<file path="src/rtl/opc_alu_pkg.sv">
package opc_alu_pkg;
  localparam int unsigned FLAG_N = 7;
  localparam int unsigned F_C  = 0;
  localparam int unsigned F_QC = 1;
  localparam int unsigned F_HC = 2;
  localparam int unsigned F_TC = 3;
  localparam int unsigned F_Z  = 4;
  localparam int unsigned F_N  = 5;
  localparam int unsigned F_O  = 6;

  typedef enum logic [2:0] {
    K_ARITH, K_LOGIC, K_SHIFT, K_SWAP, K_NONE
  } kind_e;

  typedef struct packed {
    kind_e             kind;
    logic              sub;
    logic              use_one;
    logic              thru_c;
    logic              right;
    logic [1:0]        lsel;
    logic [FLAG_N-1:0] fmask;
    logic              invalid;
  } ctrl_t;
endpackage

</file>
<file path="src/rtl/opc_alu_dec.sv">
module opc_alu_dec
  import opc_alu_pkg::*;
(
  input  logic [7:0] op_i,
  output ctrl_t      ctrl_o
);
  localparam logic [FLAG_N-1:0] M_ALL  = '1;
  localparam logic [FLAG_N-1:0] M_Z    = FLAG_N'(1) << F_Z;
  localparam logic [FLAG_N-1:0] M_CZ   = (FLAG_N'(1) << F_Z) | (FLAG_N'(1) << F_C);
  localparam logic [FLAG_N-1:0] M_NONE = '0;

  always_comb begin
    ctrl_o         = '0;
    ctrl_o.kind    = K_NONE;
    ctrl_o.sub     = op_i[5];
    ctrl_o.use_one = op_i[4];
    ctrl_o.thru_c  = ~op_i[4];
    ctrl_o.right   = op_i[0];
    ctrl_o.lsel    = op_i[1:0];
    ctrl_o.fmask   = M_NONE;
    ctrl_o.invalid = 1'b0;
    unique case (op_i)
      8'h45, 8'h55, 8'h65, 8'h75: begin
        ctrl_o.kind  = K_ARITH;
        ctrl_o.fmask = M_ALL;
      end
      8'h40, 8'h41, 8'h42, 8'h43: begin
        ctrl_o.kind  = K_LOGIC;
        ctrl_o.fmask = M_Z;
      end
      8'h46, 8'h47: begin
        ctrl_o.kind  = K_SHIFT;
        ctrl_o.fmask = M_CZ;
      end
      8'h56, 8'h57: ctrl_o.kind = K_SHIFT;
      8'h48:        ctrl_o.kind = K_SWAP;
      default:      ctrl_o.invalid = 1'b1;
    endcase
  end
endmodule

</file>
<file path="src/rtl/opc_alu_arith.sv">
module opc_alu_arith #(
  parameter int unsigned DATA_W = 16,
  parameter int unsigned NIB_W  = 4,
  localparam int unsigned NIB_N = DATA_W / NIB_W
) (
  input  logic              sub_i,
  input  logic              use_one_i,
  input  logic [DATA_W-1:0] a_i,
  input  logic [DATA_W-1:0] b_i,
  output logic [DATA_W-1:0] sum_o,
  output logic [NIB_N-1:0]  nib_cb_o,  // carry, or borrow when subtracting
  output logic              ovf_o
);
  logic [DATA_W-1:0] b_sel, b_x;
  logic [NIB_N:0]    cy;

  assign b_sel = use_one_i ? DATA_W'(1) : b_i;
  assign b_x   = sub_i ? ~b_sel : b_sel;
  assign cy[0] = sub_i;

  for (genvar i = 0; i < NIB_N; i++) begin : g_nib
    logic [NIB_W:0] part;
    assign part = {1'b0, a_i[i*NIB_W +: NIB_W]} + {1'b0, b_x[i*NIB_W +: NIB_W]}
                + {{NIB_W{1'b0}}, cy[i]};
    assign sum_o[i*NIB_W +: NIB_W] = part[NIB_W-1:0];
    assign cy[i+1]     = part[NIB_W];
    assign nib_cb_o[i] = part[NIB_W] ^ sub_i;
  end

  assign ovf_o = (a_i[DATA_W-1] == b_x[DATA_W-1]) && (sum_o[DATA_W-1] != a_i[DATA_W-1]);
endmodule

</file>
<file path="src/rtl/opc_alu_logic.sv">
module opc_alu_logic #(
  parameter int unsigned DATA_W = 16,
  localparam int unsigned HALF_W = DATA_W / 2
) (
  input  logic              thru_c_i,
  input  logic              right_i,
  input  logic [1:0]        lsel_i,
  input  logic              c_i,
  input  logic [DATA_W-1:0] a_i,
  input  logic [DATA_W-1:0] b_i,
  output logic [DATA_W-1:0] bit_o,
  output logic [DATA_W-1:0] shf_o,
  output logic              shf_c_o,
  output logic [DATA_W-1:0] swp_o
);
  logic fill;

  always_comb begin
    unique case (lsel_i)
      2'd0: bit_o = ~a_i;
      2'd1: bit_o = a_i ^ b_i;
      2'd2: bit_o = a_i & b_i;
      default: bit_o = a_i | b_i;
    endcase
  end

  // incoming bit: old carry for shifts, wrapped bit for rotates
  always_comb begin
    if (right_i) begin
      fill    = thru_c_i ? c_i : a_i[0];
      shf_o   = {fill, a_i[DATA_W-1:1]};
      shf_c_o = a_i[0];
    end else begin
      fill    = thru_c_i ? c_i : a_i[DATA_W-1];
      shf_o   = {a_i[DATA_W-2:0], fill};
      shf_c_o = a_i[DATA_W-1];
    end
  end

  assign swp_o = {a_i[HALF_W-1:0], a_i[DATA_W-1:HALF_W]};
endmodule

</file>
<file path="src/rtl/opc_alu.sv">
module opc_alu
  import opc_alu_pkg::*;
#(
  parameter int unsigned DATA_W = 16,
  parameter int unsigned NIB_W  = 4,
  localparam int unsigned NIB_N = DATA_W / NIB_W
) (
  input  logic              clk_i,
  input  logic              rst_ni,
  input  logic              valid_i,
  input  logic [7:0]        op_i,
  input  logic [DATA_W-1:0] dst_i,
  input  logic [DATA_W-1:0] src_i,
  output logic [DATA_W-1:0] res_o,
  output logic              invalid_o,
  output logic [FLAG_N-1:0] flags_o
);
  ctrl_t             ctrl;
  logic [DATA_W-1:0] sum, bit_r, shf_r, swp_r;
  logic [NIB_N-1:0]  nib_cb;
  logic              ovf, shf_c;
  logic [FLAG_N-1:0] flags_q, flags_new;

  opc_alu_dec u_dec (
    .op_i  (op_i),
    .ctrl_o(ctrl)
  );

  opc_alu_arith #(.DATA_W(DATA_W), .NIB_W(NIB_W)) u_arith (
    .sub_i    (ctrl.sub),
    .use_one_i(ctrl.use_one),
    .a_i      (dst_i),
    .b_i      (src_i),
    .sum_o    (sum),
    .nib_cb_o (nib_cb),
    .ovf_o    (ovf)
  );

  opc_alu_logic #(.DATA_W(DATA_W)) u_logic (
    .thru_c_i(ctrl.thru_c),
    .right_i (ctrl.right),
    .lsel_i  (ctrl.lsel),
    .c_i     (flags_q[F_C]),
    .a_i     (dst_i),
    .b_i     (src_i),
    .bit_o   (bit_r),
    .shf_o   (shf_r),
    .shf_c_o (shf_c),
    .swp_o   (swp_r)
  );

  always_comb begin
    unique case (ctrl.kind)
      K_ARITH: res_o = sum;
      K_LOGIC: res_o = bit_r;
      K_SHIFT: res_o = shf_r;
      K_SWAP:  res_o = swp_r;
      default: res_o = dst_i;
    endcase
  end

  always_comb begin
    flags_new       = '0;
    flags_new[F_C]  = (ctrl.kind == K_SHIFT) ? shf_c : nib_cb[NIB_N-1];
    flags_new[F_QC] = nib_cb[0];
    flags_new[F_HC] = nib_cb[1];
    flags_new[F_TC] = nib_cb[2];
    flags_new[F_Z]  = (res_o == '0);
    flags_new[F_N]  = res_o[DATA_W-1];
    flags_new[F_O]  = ovf;
  end

  always_ff @(posedge clk_i or negedge rst_ni) begin
    if (!rst_ni) flags_q <= '0;
    else if (valid_i && !ctrl.invalid)
      flags_q <= (flags_q & ~ctrl.fmask) | (flags_new & ctrl.fmask);
  end

  assign invalid_o = ctrl.invalid;
  assign flags_o   = flags_q;
endmodule

</file>
<file path="config.mk">
export PLATFORM = sky130hd
export DESIGN_NAME = opc_alu
export DESIGN_NICKNAME = d
export VERILOG_FILES = /design/src/rtl/opc_alu_pkg.sv /design/src/rtl/opc_alu_dec.sv /design/src/rtl/opc_alu_arith.sv /design/src/rtl/opc_alu_logic.sv /design/src/rtl/opc_alu.sv
export SDC_FILE = /design/constraint.sdc
export NUM_CORES = 1
export LEC_CHECK = 0
export ABC_CLOCK_PERIOD_IN_PS = 5500
export BUFFER_PORTS_ARGS = -buffer_cell sky130_fd_sc_hd__buf_2
export CAP_MARGIN = 10
export CORE_MARGIN = 1
export CORE_UTILIZATION = 51
export DETAILED_ROUTE_END_ITERATION = 12
export PLACE_DENSITY = 0.86
export SKIP_CTS_REPAIR_TIMING = 1
export SYNTH_ARGS = -nofsm -noshare
export SYNTH_HDL_FRONTEND = slang
export SYNTH_SLANG_ARGS = --single-unit
</file>
<file path="constraint.sdc">
create_clock -name clk_i -period 5.5 [get_ports clk_i]
set_input_delay 0.275 -clock clk_i [delete_from_list [all_inputs] [get_ports clk_i]]
set_output_delay 0.275 -clock clk_i [all_outputs]
set_load 0.02 [all_outputs]
</file>
==> flow_metrics.py <==
metrics = {
    "worst_setup_path": {
        "arrival_ps": 6000,
        "end_kind": "register",
        "max_stage_delay_ps": 490,
        "r2r_slack_ps": 3390,
        "rr_worst_depth": 7,
        "worst-path-max-fanout": 2,
        "required_ps": 5640,
        "crit_buf_inv": 1,
        "crit_top_cell": "fa_2",
        "critPathKind": "in -> reg",
        "crit_slowest_cell": "or4b_1",
        "worst_setup_path_start_kind": "primary input",
        "critical_path.cell_chain": "buf_8 > nor2_4 > mux2_4 > fa_2 > a21o_1 > a21o_1 > fa_2 > fa_2 > a21o_1 > a21o_1 > fa_2 > fa_2 > a21o_1 > a21o_1 > fa_2 > fa_2 > a22o_1 > o31a_1 > nor4_2 > or4b_1 > o31ai_2",
        "crit_family": "adder cells",
    },
    "synth": {
        "syn_nets": 460,
        "yosys_warnings": 0,
        "ys_seq_elements": 7,
        "syn_area_per_cell_um2": 8.11,
        "syn-cell-area_mm2": 0.00297,
        "async_flop_share": 1.00,
        "yosys.cell_types.count": 54,
        "synth_edf_count": 0,
        "synthCells": 366,
        "yosys_most_used_dff": "dfrtp_1",
        "synth-seq-area-share": 0.0590,
    },
    "clock_network": {
        "cts_sinks": 7,
        "clk_path_buf_depth": 2,
        "numCtsBuffers": 3,
        "worstSkewPairLatency_ps": 230,
        "clk_pin_slew_worst_paths_ps": 40,
        "htree_levels": 1,
        "tritoncts": "built",
        "clockRootBuffer": "clkbuf_8",
    },
    "sta": {
        "period_needed_ps": 5860,
        "hold_viol": 0,
        "finalSetupViolations": 4,
        "fin_ws_ps": -358,
        "fmax_ghz": 0.171,
        "fin_hold_ws_ps": 373,
        "tightestPinTransition_ps": 799,
        "rsz0062_at_grt": "yes",
        "maxSlewViolCount": 0,
        "relSlewSlack": 0.466,
        "fin_crit_sh": 1.07,
        "finalClockSkew_ps": 0.981,
    },
    "floorplan": {
        "num_io_pins": 67,
        "die_w_um": 78.3,
        "start_util": 0.532,
        "die_h_um": 78.3,
        "die-area_mm2": 0.00613,
        "num_rows": 27,
        "core_mm2": 0.00557,
    },
    "hold_path": {
        "hold_path_class": "in -> reg",
        "whs_path_depth": 3,
        "worstHoldStart": "valid_i",
    },
    "place": {
        "dp_cells": 507,
        "dp_slack_ps": -641,
        "port_buffers": 66,
        "hpwl_um": 6780,
        "gp_congestion": 0.950,
        "place_area_mm2": 0.00345,
    },
    "layout": {
        "n_fill_cell": 474,
        "area_growth_pct": 22.0,
        "layout.nets": 538,
        "final_area_mm2": 0.00362,
        "layout_common_cells": "buf_2 (61), inv_1 (50), ha_1 (44)",
        "n_antenna_cell": 0,
        "fin_cells": 515,
        "mostFrequentLayoutCell": "buf_2",
        "drive_above_1_share": 0.309,
    },
    "drt": {
        "via_per_inst": 6.03,
        "drc": 0,
        "drt_wl_total_um": 8940,
        "drtAntennaViolNets": 0,
        "drtPass1Iterations": 5,
        "num_vias": 3106,
        "drtIter0Drc": 381,
        "wl_per_cell_um": 17.4,
    },
    "status": {
        "failed_checks": "negative setup slack",
        "status": "finished with violations",
    },
    "power_and_ir_drop": {
        "peakVddDrop_mv": 0.126,
        "p_leak_nw": 1.79,
        "power_frac_seq": 0.134,
        "p_int_mw": 0.266,
        "power.net_switching_mw": 0.214,
        "swShare": 0.446,
        "p_comb_frac": 0.710,
        "clkPwrFrac": 0.156,
        "powerDensity_mw_per_mm2": 132,
        "totalPowerFinal_mw": 0.480,
    },
    "grt": {
        "track_usage": 0.289,
        "grt_start_max_net_pins": 36,
        "grt_pass1_wl_um": 14100,
        "grt_pass1_vias": 3011,
        "antenna_found_initial": 0,
        "overflow": 0,
    },
    "job": {
        "maxCapViolations": 0,
    },
}
[power by group through the flow]
stage	logic, mW	clock network, mW	registers [mW]
after floorplan	0.200	0	0.0715
after global placement	0.300	0	0.0641
after detailed placement	0.316	0	0.0649
after CTS	0.318	0.0744	0.0642
after global routing	0.371	0.0765	0.0656
final	0.341	0.0748	0.0643
[synthesized netlist by cell type (all sizes together) (9+ instances only)]
cell,number,area [um2]
xnor2,25,219
nor2,36,135
a21o,9,67.6
nand2,19,78.8
o22ai,10,62.6
mux4,11,248
ha,44,551
a21oi,15,75.1
o21ai,14,73.8
nand2b,15,93.8
inv,51,191
mux2i,17,170
buf,17,131
[worst max path at each step]
stage               endpoint      from  slack (ps)  depth (start not counted)
global placement    register   op_i[4]        -440                         21
CTS                 register   op_i[4]        -400                         21
detailed placement  register   op_i[4]        -640                         21
global route        register  src_i[0]        -500                         21
floorplan           register   op_i[4]        -460                         21
finish              register  src_i[0]        -360                         21
[cells by family (layout without fill, tap and decap cells)]
logic type      count (synthesis)  in the layout  synth area share
flops                           7              7            0.0590
mux                            31             31             0.152
fa+ha+maj                      51             51             0.233
buf+inv                        73            150             0.115
xor+xnor                       27             27            0.0797
compound gates                 87             87             0.208
simple gates                   90             90             0.153
[tightest hold or removal path: stages]
cell and delay, ps:
buf_2 130, nand2_1 80, o21ai_0 70
[per-layer routing]
| layer | part of all wire | track usage | vias to the layer above | wire [um] |
|---|---|---|---|---|
| met5 | 0 | 0 | - | 0 |
| met4 | 0.038 | 0.131 | 0 | 339 |
| met3 | 0.095 | 0.0407 | 43 | 851 |
| met2 | 0.48 | 0.486 | 198 | 4260 |
| met1 | 0.39 | 0.365 | 1425 | 3480 |
| li1 | - | - | 1440 | - |
[metrics by stage]
stage	setup TNS, ps	util
detailed placement	-1300	0.619
global placement	-675	0.619
finish	-606	0.650
global route	-1130	0.650
CTS	-1020	0.627
floorplan	-457	-
[area by class of cell]
type,instances,area (um2),share of cell area
repair buffers,95,582,0.161
flip-flops and latches,7,175,0.0484
well taps,72,90.1,0.0249
multi-input cells,286,2540,0.701
inverters,51,191,0.0528
clock buffers,4,45.0,0.0124
(Power assumes the default switching activity.)
